$ cat config.mk
export PLATFORM = sky130hd
export DESIGN_NAME = uart_tx_engine
export DESIGN_NICKNAME = d
export VERILOG_FILES = /design/src/rtl/uart_tx_pkg.sv /design/src/rtl/uart_tx_enable_gate.sv /design/src/rtl/uart_tx_serializer.sv /design/src/rtl/uart_tx_engine.sv
export SDC_FILE = /design/constraint.sdc
export NUM_CORES = 1
export LEC_CHECK = 0
export CAP_MARGIN = 20
export CORE_AREA = 5 5 56 58
export CTS_BUF_LIST = sky130_fd_sc_hd__clkbuf_8
export DETAILED_ROUTE_END_ITERATION = 6
export DIE_AREA = 0 0 61 63
export DONT_BUFFER_PORTS = 1
export PLACE_DENSITY = 0.75
export SLEW_MARGIN = 30
export SYNTH_ARGS = -nofsm -noshare
export SYNTH_HDL_FRONTEND = slang
export SYNTH_HIERARCHICAL = 1
export SYNTH_SLANG_ARGS = --single-unit
$ cat constraint.sdc
create_clock -name clk -period 2.69 [get_ports clk]
set_input_delay 0.807 -clock clk [delete_from_list [all_inputs] [get_ports clk]]
set_output_delay 0.807 -clock clk [all_outputs]
set_load 0.01 [all_outputs]
$ cat src/rtl/uart_tx_pkg.sv
package uart_tx_pkg;

    typedef enum logic [1:0] {
        PAR_NONE = 2'b00,
        PAR_ZERO = 2'b01,
        PAR_ODD  = 2'b10,
        PAR_EVEN = 2'b11
    } par_mode_e;

    typedef enum logic [2:0] {
        ST_IDLE,
        ST_START,
        ST_DATA,
        ST_PAR,
        ST_STOP
    } tx_state_e;

    typedef struct packed {
        par_mode_e par;
        logic      char8;
        logic      stop2;
    } frame_cfg_t;

    // Parity bit from the mode and the xor of the data bits that are sent
    function automatic logic pick_parity(par_mode_e mode, logic ones_odd);
        case (mode)
            PAR_ODD:  pick_parity = ~ones_odd;
            PAR_EVEN: pick_parity = ones_odd;
            default:  pick_parity = 1'b0;
        endcase
    endfunction

endpackage

$ cat src/rtl/uart_tx_enable_gate.sv
module uart_tx_enable_gate #(
    parameter int STAGES = 2
) (
    input  logic clk,
    input  logic rst,
    input  logic pwr_en,
    input  logic tx_en,
    output logic active,
    output logic write_ok
);
    logic [STAGES-1:0] sync_q;
    logic              armed_q;

    // Shift tx_en through the synchronizer flops
    always_ff @(posedge clk) begin
        if (rst) begin
            sync_q <= '0;
        end else begin
            sync_q <= {sync_q[STAGES-2:0], tx_en};
        end
    end

    assign active = pwr_en & sync_q[STAGES-1];

    // armed_q is set one clock after the engine becomes active
    always_ff @(posedge clk) begin
        if (rst || !active) begin
            armed_q <= 1'b0;
        end else begin
            armed_q <= 1'b1;
        end
    end

    assign write_ok = active & armed_q;

endmodule

$ cat src/rtl/uart_tx_serializer.sv
module uart_tx_serializer
    import uart_tx_pkg::*;
#(
    parameter int DATA_W     = 8,
    parameter int OVERSAMPLE = 16
) (
    input  logic              clk,
    input  logic              rst,
    input  logic              clear,
    input  logic              baud_tick,
    input  logic              load,
    input  frame_cfg_t        load_cfg,
    input  logic [DATA_W-1:0] load_data,
    output logic              tx,
    output logic              busy,
    output logic              done
);
    localparam int TICK_W = $clog2(OVERSAMPLE);
    localparam int IDX_W  = $clog2(DATA_W);
    localparam logic [TICK_W-1:0] LAST_TICK = TICK_W'(OVERSAMPLE - 1);
    localparam logic [IDX_W-1:0]  IDX_LONG  = IDX_W'(DATA_W - 1);
    localparam logic [IDX_W-1:0]  IDX_SHORT = IDX_W'(DATA_W - 2);

    tx_state_e         state;
    logic [TICK_W-1:0] tick_q;
    logic [IDX_W-1:0]  idx_q;
    logic [DATA_W-1:0] shreg;
    logic              par_q;
    logic              stop_sel_q;
    frame_cfg_t        cfg_q;
    logic [DATA_W-1:0] masked;
    logic              bit_end;
    logic [IDX_W-1:0]  last_idx;

    // In short-character mode the top data bit is dropped
    assign masked   = load_cfg.char8 ? load_data : {1'b0, load_data[DATA_W-2:0]};
    assign bit_end  = baud_tick && (tick_q == LAST_TICK);
    assign last_idx = cfg_q.char8 ? IDX_LONG : IDX_SHORT;

    always_ff @(posedge clk) begin
        if (rst || clear) begin
            state      <= ST_IDLE;
            tick_q     <= '0;
            idx_q      <= '0;
            shreg      <= '0;
            par_q      <= 1'b0;
            stop_sel_q <= 1'b0;
            cfg_q      <= '0;
            done       <= 1'b0;
        end else begin
            done <= 1'b0;
            if (state == ST_IDLE) begin
                if (load) begin
                    state  <= ST_START;
                    tick_q <= '0;
                    cfg_q  <= load_cfg;
                    shreg  <= masked;
                    par_q  <= pick_parity(load_cfg.par, ^masked);
                end
            end else if (baud_tick) begin
                tick_q <= bit_end ? '0 : tick_q + 1'b1;
                if (bit_end) begin
                    case (state)
                        ST_START: begin
                            state <= ST_DATA;
                            idx_q <= '0;
                        end
                        ST_DATA: begin
                            shreg <= shreg >> 1;
                            if (idx_q == last_idx) begin
                                stop_sel_q <= 1'b0;
                                state <= (cfg_q.par == PAR_NONE) ? ST_STOP : ST_PAR;
                            end else begin
                                idx_q <= idx_q + 1'b1;
                            end
                        end
                        ST_PAR: begin
                            stop_sel_q <= 1'b0;
                            state      <= ST_STOP;
                        end
                        ST_STOP: begin
                            if (cfg_q.stop2 && !stop_sel_q) begin
                                stop_sel_q <= 1'b1;
                            end else begin
                                state <= ST_IDLE;
                                done  <= 1'b1;
                            end
                        end
                        default: state <= ST_IDLE;
                    endcase
                end
            end
        end
    end

    always_comb begin
        case (state)
            ST_START: tx = 1'b0;
            ST_DATA:  tx = shreg[0];
            ST_PAR:   tx = par_q;
            default:  tx = 1'b1;
        endcase
    end

    assign busy = (state != ST_IDLE);

endmodule

$ cat src/rtl/uart_tx_engine.sv
module uart_tx_engine
    import uart_tx_pkg::*;
#(
    parameter int DATA_W      = 8,
    parameter int OVERSAMPLE  = 16,
    parameter int SYNC_STAGES = 2
) (
    input  logic              clk,
    input  logic              rst,
    input  logic              baud_tick,
    input  logic              pwr_en,
    input  logic              tx_en,
    input  logic [1:0]        par_mode,
    input  logic              char8,
    input  logic              stop2,
    input  logic [DATA_W-1:0] wdata,
    input  logic              wstb,
    output logic              txd,
    output logic              busy,
    output logic              done
);
    logic       active;
    logic       write_ok;
    frame_cfg_t cfg;

    assign cfg.par   = par_mode_e'(par_mode);
    assign cfg.char8 = char8;
    assign cfg.stop2 = stop2;

    uart_tx_enable_gate #(
        .STAGES(SYNC_STAGES)
    ) u_gate (
        .clk     (clk),
        .rst     (rst),
        .pwr_en  (pwr_en),
        .tx_en   (tx_en),
        .active  (active),
        .write_ok(write_ok)
    );

    uart_tx_serializer #(
        .DATA_W    (DATA_W),
        .OVERSAMPLE(OVERSAMPLE)
    ) u_ser (
        .clk      (clk),
        .rst      (rst),
        .clear    (!active),
        .baud_tick(baud_tick),
        .load     (wstb && write_ok),
        .load_cfg (cfg),
        .load_data(wdata),
        .tx       (txd),
        .busy     (busy),
        .done     (done)
    );

endmodule

* After elaboration in Yosys (flattened, before gate mapping)
Cells that the tools add are included.
** Storage, ports and cells
- Register bits after elaboration :: 28
- Output and inout port bits :: 3
** Operators by class
- Bitwise gates (word level) :: 7
- Multiplexer cells :: 28
- Reduce and logical (&&, ||, !) cells :: 22
- Eq/ne operators :: 14
- $add $sub $neg :: 2
** Operator list (number)
- $mux W8 :: 6
- $mux W3 :: 8
- $mux W4 :: 4
- $pmux W3 S4 :: 1
- $reduce_and A5 Y1 :: 2
- $reduce_bool A2 Y1 :: 4
- $reduce_xor A8 Y1 :: 1
- $eq A3 B2 Y1 const B :: 2
- $ne A2 B1 Y1 const B :: 3
- $pmux W1 S3 :: 2
- $pmux W3 S2 :: 1
- $reduce_and A6 Y1 :: 1
- $reduce_bool A3 Y1 :: 2
- $mux W1 :: 5
- $not A1 Y1 :: 5
- $reduce_or A5 Y1 :: 1
- $add A4 B1 Y4 const B :: 1
- $eq A2 B2 Y1 const B :: 2
- $eq A4 B4 Y1 const B :: 1
- $reduce_and A2 Y1 :: 2
- $reduce_and A4 Y1 :: 1
- $add A3 B1 Y3 const B :: 1
- $eq A3 B1 Y1 const B :: 1
- $eq A3 B3 Y1 :: 1
- 11 further kinds :: 15

* Longest topological paths before layout
Gate-level depths: netlist of run 1.
- Word-level depth :: 7
- Depth in mapped cells :: 7

* Hierarchy
The synthesis of run 1 kept the hierarchy.
** By module, submodules not included
- uart_tx_serializer :: instances 1, seq. area each 500.5 µm², cells each 159, area each 1402.6 µm²
- uart_tx_enable_gate :: instances 1, seq. area each 60.1 µm², cells each 8, area each 93.8 µm²
- uart_tx_engine :: instances 1, seq. area each 0.0 µm², cells each 2, area each 10.0 µm²

* Worst setup path after synthesis of run 1
OpenSTA, ideal clock, no wires.
- Path kind :: input to register
- Start point :: input port pwr_en
- End point :: register u_ser.state[2]
- Setup time :: 0.114 ns
- Path buffers :: 1
- Stages :: 7
- Slack :: 0.811 ns
- Arrival :: 1.765 ns
- Cell sequence :: and3_1 -> and2_1 -> and2_2 -> clkbuf_4 -> o22ai_2 -> mux2i_1 -> nor2_1
** On the way
- Cells in the longest elaborated chain, start to end :: 5
- Elaborated cells between the ends (all ways) :: 7
- Those cells by class :: 1 x eq/ne; 2 x bitwise; 4 x reduce/logical
** RTL lines
- from (decl) :: line uart_tx_engine.sv:11 : input logic pwr_en,
- $and A1 B1 Y1 (*) :: line uart_tx_enable_gate.sv:23 : assign active = pwr_en & sync_q[STAGES-1];
- $and A1 B1 Y1 :: line uart_tx_enable_gate.sv:34 : assign write_ok = active & armed_q;
- $logic_and A1 B1 Y1 :: line uart_tx_engine.sv:49 : .load (wstb && write_ok),
- $ne A2 B1 Y1 (no line)
- $reduce_and A5 Y1 (no line)
- to (signal assigned) :: line uart_tx_serializer.sv:72 : state <= (cfg_q.par == PAR_NONE) ? ST_STOP : ST_PAR;
- to (decl) :: line uart_tx_serializer.sv:24 : tx_state_e state;
Every way passes the cells marked *; elsewhere a longest branch is shown, timed or not.
A chain may end at the register's enable or synchronous reset.

* Worst setup path after layout of run 1
- Start point :: register u_ser.state[2]
- End point :: output port busy
** On the way
- Cells in the longest elaborated chain, start to end :: 1
** RTL lines
- $reduce_bool A3 Y1 :: line uart_tx_serializer.sv:105 : assign busy = (state != ST_IDLE);
- to (decl) :: line uart_tx_engine.sv:19 : output logic busy,
Every way passes these cells.

==> results of run 1 <==
==> worst max-delay path by stage <==
stage                          end  cells past startpoint
global route                  busy                      2
detailed placement  u_ser/shreg[6]                      5
global placement    u_ser/shreg[7]                      5
finish                        busy                      2
CTS                           busy                      2
floorplan           u_ser/state[2]                      7
==> routing by layer <==
metal	vias up	GRT usage [%]
met3	4	4.34
met1	551	22.8
met4	0	5.69
met2	30	25.9
met5	-	0
li1	588	-
==> layout make-up <==
| cell class | instances | area [µm²] | share of cell area [%] |
|---|---|---|---|
| multi-input combinational | 128 | 837 | 54.7 |
| sequential | 28 | 561 | 36.6 |
| clock buffer | 3 | 41.3 | 2.70 |
| tap | 31 | 38.8 | 2.53 |
| clock inverter | 1 | 30.0 | 1.96 |
| inverter | 4 | 15.0 | 0.981 |
| timing repair buffer | 1 | 7.51 | 0.491 |
==> registers in the layout (all words and copies together) (netlist names), 2 cells and up <==
register and cells:
u_gate/sync_q 2, u_ser/cfg_q 4, u_ser/idx_q 3, u_ser/shreg 8, u_ser/state 3, u_ser/tick_q 4
==> cells in the final DEF, fill, tap and decap left out, types with 2 or more instances in the layout <==
cell      instances
dfxtp_1          28
nand2_1          19
nor2_1           19
a21oi_1          18
mux2i_1           9
o21ai_0           7
xnor2_1           6
nand3_1           5
inv_1             4
a211oi_1          4
clkbuf_8          3
nor2b_1           3
a211oi_2          3
nor3_1            3
and2_1            2
a31oi_1           2
o21bai_1          2
ha_1              2
==> cells by family (layout without fill, tap and decap cells) <==
family                     Yosys count  after routing
AOI/OAI and AO/OA                   43             43
adders and majority gates            2              2
muxes                                9              9
and+or+nand+nor                     66             66
DFF                                 28             28
xor gates and xnor gates             8              8
buffers and inverters               13              9
==> report_power, final <==
group	internal [mW]	total [mW]	switching, mW
clock network	0.199	0.326	0.127
registers	0.416	0.416	0.000531
logic	0.0204	0.0340	0.0136
==> critical path, delay by kind of cell (launching register included) <==
| family | cells | cell delay [ns] |
|---|---|---|
| buffers and inverters | 1 | 0.26 |
| flip-flops | 1 | 0.44 |
| AND/OR/NAND/NOR | 1 | 0.46 |
==> through the flow <==
| stage | cell area (µm²) | setup slack (ns) |
|---|---|---|
| floorplan | 1510 | 0.811 |
| global placement | 1460 | 0.706 |
| detailed placement | 1460 | 0.666 |
| CTS | 1530 | 0.453 |
| global route | 1530 | 0.304 |
| finish | 1530 | 0.453 |
==> metrics.cfg, run 1 <==
[run_status]
status=complete, no violations

[run]
drv_cap=0

[floorplan]
rows=19
dieArea_um2=3840
die_x_um=61
io_pins=21
initial_core_util_pct=57.6
die_h_um=63
core_um2=2620

[timing]
fin_crit_sh_pct=83.2
setup-tns-final_ns=0
rsz0062_at_grt=false
setup_viol=0
clock_skew_ns=0.00587
fin_crit_ns=2.24
slew-limit-headroom_pct=66.9
hold_violations=0
slew_viol_final=0
fmax_ghz=0.447
hold_slack_ns=0.456
worst_pin_slew_ns=0.496

[power]
power_leakage_nw=0.562
total_power_mw=0.776
p_per_area_nw_per_um2=507
peakVddDrop_uv=376

[yosys]
synthAdderAreaFrac_pct=1.66
netlist_instances=169
synth.most_common_cell=dfxtp_1
ys.flop_type=dfxtp_1
synth_edf_count=0
synth_cell_types=46
synthSimpleGateAreaFrac_pct=22.8
synth-compound-area-share_pct=19.5
yosysSeqAreaShare_pct=37.2
synthXorXnorAreaFrac_pct=5.56
synth_top_family_by_area=simple AND/OR/NAND/NOR gates
synth_area_um2=1510
synth_nets=189
yosysWarnings=6
synth-seq-cells=28
yosysTopAreaCell=dfxtp_1
ys_top_cells_by_area=dfxtp_1, a21oi_1, mux2i_1, nand2_1, nor2_1
async_flop_share_pct=0
netlist.area_leader.share_pct=37.2
syn_avg_cell_area_um2=8.91
ys_top_cells_by_count=dfxtp_1, nand2_1, nor2_1
synthMuxAreaShare_pct=5.98

[detailed_routing]
drt_iter0_markers=60
dr_wl_met2_um=1380
highest_layer=met4
wl_met3_um=191
met1Wirelength_um=1250
wl_um=2870
firstDrtPassIters=4
wl_per_cell_um=14.6
antenna_left=0
via_per_inst=5.98
drc=0
vias=1173

[finish]
drive_above_1_share_pct=10.9
nFillCells=229
postLayoutCoreUtil_pct=58.5
finalNonFillerCells=196
antennaDiodeCount=0
num-nets-final=186
syn2layout_area_growth_pct=1.58

[placed_design]
portBuffers=0
routabilityCongestion=0.901
place_hpwl_um=2150
place_inst=192

[setup_path]
path_class=reg2out
cp-startpoint=u_ser/state[2]
worstPathRequired_ns=1.88
path_max_fanout=13
r2r-end=u_ser/shreg[6]
slowest_stage=nor3_2
reg2regPathDepth=6
cpPeakStageDelay_ns=0.46
start_kind=register
worstPathCellList=nor3_2 > inv_1
r2r_start=u_ser/tick_q[0]
end_kind=primary output
crit_arrival_ns=1.43
reg2reg_setup_slack_ns=0.80

[clock_tree]
clock_latency_ns=0.27
numCtsBuffers=3
tritoncts=yes
cts_num_sinks=28
ctsResizeCount=0
cts_root_buf=clkbuf_8
cts_max_path_buffers=2
h-tree-depth=1
cts_setup_buffers=0
hold_buffers=0
clk_pin_slew_ns=0.09

[min_path]
hold_path_depth=1
holdPathEnd=u_gate/sync_q[1]
worstHoldStart=u_gate/sync_q[0]
hp-class=reg2reg

[global_routing]
grt_max_degree=26
grt_pass1_wl_um=5040
antenna_found_initial=0
gr-total-overflow=0
grt_pass1_vias=1149
track_usage_pct=16.9

(Power assumes the default switching activity.)
==> run 2: changes to the inputs <==
- CORE_AREA: 5 5 56 58 -> 5 5 57 59
- DIE_AREA: 0 0 61 63 -> 0 0 62 64
- clock period: 2.69 -> 2 ns (I/O delays scaled with it)
==> metrics.cfg, run 2 (same netlist as run 1, synthesis figures left out) <==
[setup_path]
path_class=reg2out
worstPathRequired_ns=1.40
path_max_fanout=8
endpoint=busy
reg2reg_setup_slack_ns=0.17
end_kind=primary output
crit_arrival_ns=1.25
r2r-end=u_ser/state[0]
start_kind=register
r2r_start=u_ser/tick_q[0]
reg2regPathDepth=6
cp-startpoint=u_ser/state[2]

[finish]
largest-register=u_ser/shreg
antennaDiodeCount=0
final_cell_mix=dfxtp_1, nand2_1, nor2_1
reg_top3=u_ser/shreg (8), u_ser/cfg_q (4), u_ser/tick_q (4)
num-nets-final=191
layout_commonest_cell=dfxtp_1
syn2layout_area_growth_pct=5.48
largest_reg_flops=8
drive_above_1_share_pct=14.7
nFillCells=237

[floorplan]
rows=19
dieArea_um2=3970
core_um2=2660
die_x_um=62
initial_core_util_pct=56.6
io_pins=21
die_h_um=64

[detailed_routing]
vias=1208
wl_per_cell_um=14.9
antenna_left=0
drt_iter0_markers=51
firstDrtPassIters=4
drc=0
wl_um=3000
via_per_inst=6.01

[clock_tree]
cts_max_path_buffers=2
numCtsBuffers=3
clk_pin_slew_ns=0.10
cts_num_sinks=28
clock_latency_ns=0.27
cts_root_buf=clkbuf_8
hold_buffers=0
tritoncts=yes
h-tree-depth=1

[global_routing]
grt_max_degree=17
grt_pass1_wl_um=5180
antenna_found_initial=0
gr-total-overflow=0
grt_pass1_vias=1179
track_usage_pct=16.9

[min_path]
worstHoldStart=rst
hp-class=in2reg

[power]
p_seq_share_pct=53.6
p_int_mw=0.855
power_leakage_nw=0.594
p_switching_mw=0.190
pwr-share-clk_pct=42.0
swShare_pct=18.2
p_per_area_nw_per_um2=658
peakVddDrop_uv=453
power_frac_comb_pct=4.4

[timing]
hold_violations=0
setup_viol=0
fin_crit_sh_pct=92.5
clock_skew_ns=0.00823
setup-tns-final_ns=0
fmax_ghz=0.541
slew_viol_final=0
slew-limit-headroom_pct=73.5
rsz0062_at_grt=false
final.setup.worst_slack_ns=0.150
hold_slack_ns=0.381
worst_pin_slew_ns=0.392
fin_crit_ns=1.85

[placed_design]
routabilityCongestion=0.857
place_hpwl_um=2250
portBuffers=0
dpl_worst_slack_ns=0.163

[run]
drv_cap=0

[run_status]
status=complete, no violations

run 2: layer usage:
metal | track usage, % | share of wire [%]
met5 | 0 | 0
met4 | 6.37 | 1.6
met3 | 4.23 | 6.4
met2 | 26.7 | 48
met1 | 21.6 | 43
run 2: critical path: stages, from the launching register on:
cell	delay [ns]
dfxtp_1	0.42
nor3_4	0.34
inv_1	0.21
run 2: layout make-up:
cell class | count | area (µm²) | share of cell area, %
Inverter | 4 | 15.0 | 0.945
Sequential cell | 28 | 563 | 35.4
Tap cell | 31 | 38.8 | 2.44
Timing Repair Buffer | 6 | 57.6 | 3.62
Multi-Input combinational cell | 128 | 843 | 53.1
Clock inverter | 1 | 30.0 | 1.89
Clock buffer | 3 | 41.3 | 2.60
run 2: power groups by stage:
stage               Clock [mW]  Combinational [mW]  Sequential [mW]
floorplan                    0              0.0420            0.573
global placement             0              0.0450            0.573
detailed placement           0              0.0464            0.573
CTS                      0.454              0.0464            0.560
global route             0.475              0.0499            0.561
finish                   0.440              0.0462            0.560
run 2: stage by stage:
stage	cells	power [mW]	instance area [µm²]	utilization, %
2_1_floorplan	169	0.615	1510	-
3_3_place_gp	196	0.618	1490	55.9
3_5_place_dp	196	0.619	1490	55.9
4_1_cts	200	1.06	1560	58.6
5_1_grt	201	1.09	1590	59.7
6_report	201	1.05	1590	59.7
run 2: timing repair:
item | CTS | global route
buffers inserted | 0 | 1
gates resized for setup | 2 | 2
endpoints found under the setup margin | 2 | 3
endpoints found under the hold margin | 0 | 0
pin swaps | 0 | 1
run 2: worst min-delay path by stage:
stage / end / slack, ns / cells past startpoint
6_report: u_gate/sync_q[0] / 0.38 / 1
5_1_grt: u_gate/sync_q[0] / 0.37 / 1
4_1_cts: u_gate/sync_q[0] / 0.37 / 1
3_5_place_dp: u_ser/par_q / 0.45 / 2
3_3_place_gp: u_gate/sync_q[1] / 0.43 / 1
2_1_floorplan: u_gate/sync_q[1] / 0.41 / 1
==> run 3: changes to the inputs <==
- CORE_AREA: 5 5 57 59 -> 5 5 56 58
- DIE_AREA: 0 0 62 64 -> 0 0 61 63
- PLACE_DENSITY: 0.75 -> 0.73
- SYNTH_HIERARCHICAL: 1 -> unset
==> metrics.cfg, run 3 <==
[setup_path]
r2r-end=u_ser.state[0]
end_kind=primary output
endpoint=txd
path_max_fanout=8
cp-startpoint=u_ser.state[1]
reg2regPathDepth=6
start_kind=register
reg2reg_setup_slack_ns=0.18
crit_arrival_ns=1.30
path_class=reg2out
r2r_start=u_ser.tick_q[0]
worstPathRequired_ns=1.40

[run_status]
status=complete, no violations

[finish]
final_cell_mix=nand2_1, dfxtp_1, nor2_1
stdcell_area_um2=1510
finalNonFillerCells=200
regArea_um2=563
nFillCells=245
antennaDiodeCount=0
largest_reg_flops=8
reg_top3=u_ser.shreg (8), u_ser.cfg_q (4), u_ser.tick_q (4)
multi_input_area_um2=798
postLayoutCoreUtil_pct=57.6
syn2layout_area_growth_pct=7.03
largest-register=u_ser.shreg
layout_commonest_cell=nand2_1
drive_above_1_share_pct=9.47
num-nets-final=190

[clock_tree]
hold_buffers=0
tritoncts=yes
h-tree-depth=1
clock_latency_ns=0.27
numCtsBuffers=3
cts_num_sinks=28
cts_setup_buffers=0
ctsResizeCount=0
cts_root_buf=clkbuf_8
cts_max_path_buffers=2
clk_pin_slew_ns=0.09

[global_routing]
grt_pass1_vias=1174
antenna_found_initial=0
gr-total-overflow=0
grt_pass1_wl_um=4810
grt_max_degree=27
track_usage_pct=15.9

[yosys]
synth.most_common_cell=nand2_1
ys.flop_type=dfxtp_1
ys_top_cells_by_count=nand2_1, dfxtp_1, nor2_1
synth_cell_types=35
yosysWarnings=0
yosysSeqAreaShare_pct=39.9
yosysTopAreaCell=dfxtp_1
synth_nets=191
netlist_instances=171
syn_avg_cell_area_um2=8.22
synth-seq-cells=28
ys_top_cells_by_area=dfxtp_1, nand2_1, nor2_1, a311oi_1, a21oi_1
netlist.area_leader.share_pct=39.9
synth_area_um2=1410
async_flop_share_pct=0
synth_edf_count=0

[timing]
worst_pin_slew_ns=0.478
fmax_ghz=0.526
setup_viol=0
final.setup.worst_slack_ns=0.0974
hold_violations=0
fin_crit_ns=1.90
slew-limit-headroom_pct=68.1
clock_skew_ns=0.00269
fin_crit_sh_pct=95.1
rsz0062_at_grt=false
setup-tns-final_ns=0
slew_viol_final=0
hold_slack_ns=0.387

[placed_design]
place_hpwl_um=2090
dpl_worst_slack_ns=0.234
routabilityCongestion=0.891
place_inst=196
portBuffers=0
placed_area_um2=1430

[min_path]
worstHoldStart=rst
hp-class=in2reg

[detailed_routing]
antenna_left=0
drc=0
wl_per_cell_um=14.0
wl_um=2810
via_per_inst=5.94
drt_iter0_markers=43
firstDrtPassIters=4
vias=1188

[power]
power_frac_comb_pct=4.1
p_switching_mw=0.186
power_leakage_nw=0.510
p_per_area_nw_per_um2=690
peakVddDrop_uv=458
swShare_pct=17.9
total_power_mw=1.04
p_int_mw=0.852
p_seq_share_pct=53.9
pwr-share-clk_pct=42.0

[floorplan]
dieArea_um2=3840
initial_core_util_pct=53.8
io_pins=21
rows=19
die_x_um=61
core_um2=2620
die_h_um=63

[run]
drv_cap=0

-- run 3: cell types whose count changed in the layout (fill, tap and decap cells not counted), moves of 3 or more --
| cell | change |
|---|---|
| o21ai_0 | +4 |
| nand2_1 | +11 |
| a21oi_1 | -7 |
| nand2b_1 | +3 |
| nand3_1 | -3 |
| a32oi_1 | +3 |
| a211oi_1 | -4 |
| nor2_1 | +5 |
| mux2i_1 | -5 |
| a311oi_1 | +8 |
-- run 3: worst max-delay path, stage by stage (launching register included) --
cell      delay, ns
dfxtp_1        0.46
buf_4          0.21
nand2_1        0.06
nand2_1        0.07
o21ai_0        0.09
nand2b_1       0.15
-- run 3: worst min path at each step --
stage	end	slack [ns]	depth (start not counted)
6_report	u_gate.sync_q[0]	0.39	1
5_1_grt	u_gate.sync_q[0]	0.38	1
4_1_cts	u_gate.sync_q[0]	0.38	1
3_5_place_dp	u_gate.sync_q[1]	0.45	1
3_3_place_gp	u_gate.sync_q[1]	0.43	1
2_1_floorplan	u_gate.sync_q[1]	0.41	1
-- run 3: routing by layer --
layer / up-vias / global-route usage [%] / wire, µm
met2: 37 / 27.1 / 1360
met1: 549 / 18.9 / 1230
met4: 0 / 3.79 / 24
met5: - / 0 / 0
li1: 598 / - / -
met3: 4 / 4.75 / 188
-- run 3: logic make-up (layout without fill, tap and decap cells) --
family | count (synthesis) | after routing | synth area share, %
and+or+nand+nor | 76 | 76 | 25.5
AOI/OAI and AO/OA | 41 | 41 | 20.2
DFF | 28 | 28 | 39.9
buffers and inverters | 12 | 10 | 3.83
xor gates and xnor gates | 8 | 8 | 5.96
muxes | 4 | 4 | 2.85
adders and majority gates | 2 | 2 | 1.78
-- run 3: area by class of cell --
type	instances	area share, %
flip-flops and latches	28	37.4
clock buffers	3	2.74
multi-input cells	131	53.0
clock inverters	1	2.00
well taps	31	2.58
repair buffers	3	1.50
inverters	3	0.748
-- run 3: power by group through the flow --
stage	registers, mW	clock network (mW)	logic (mW)
5_1_grt	0.560	0.475	0.0463
3_5_place_dp	0.573	0	0.0433
4_1_cts	0.560	0.446	0.0434
2_1_floorplan	0.573	0	0.0377
3_3_place_gp	0.573	0	0.0414
6_report	0.560	0.436	0.0424
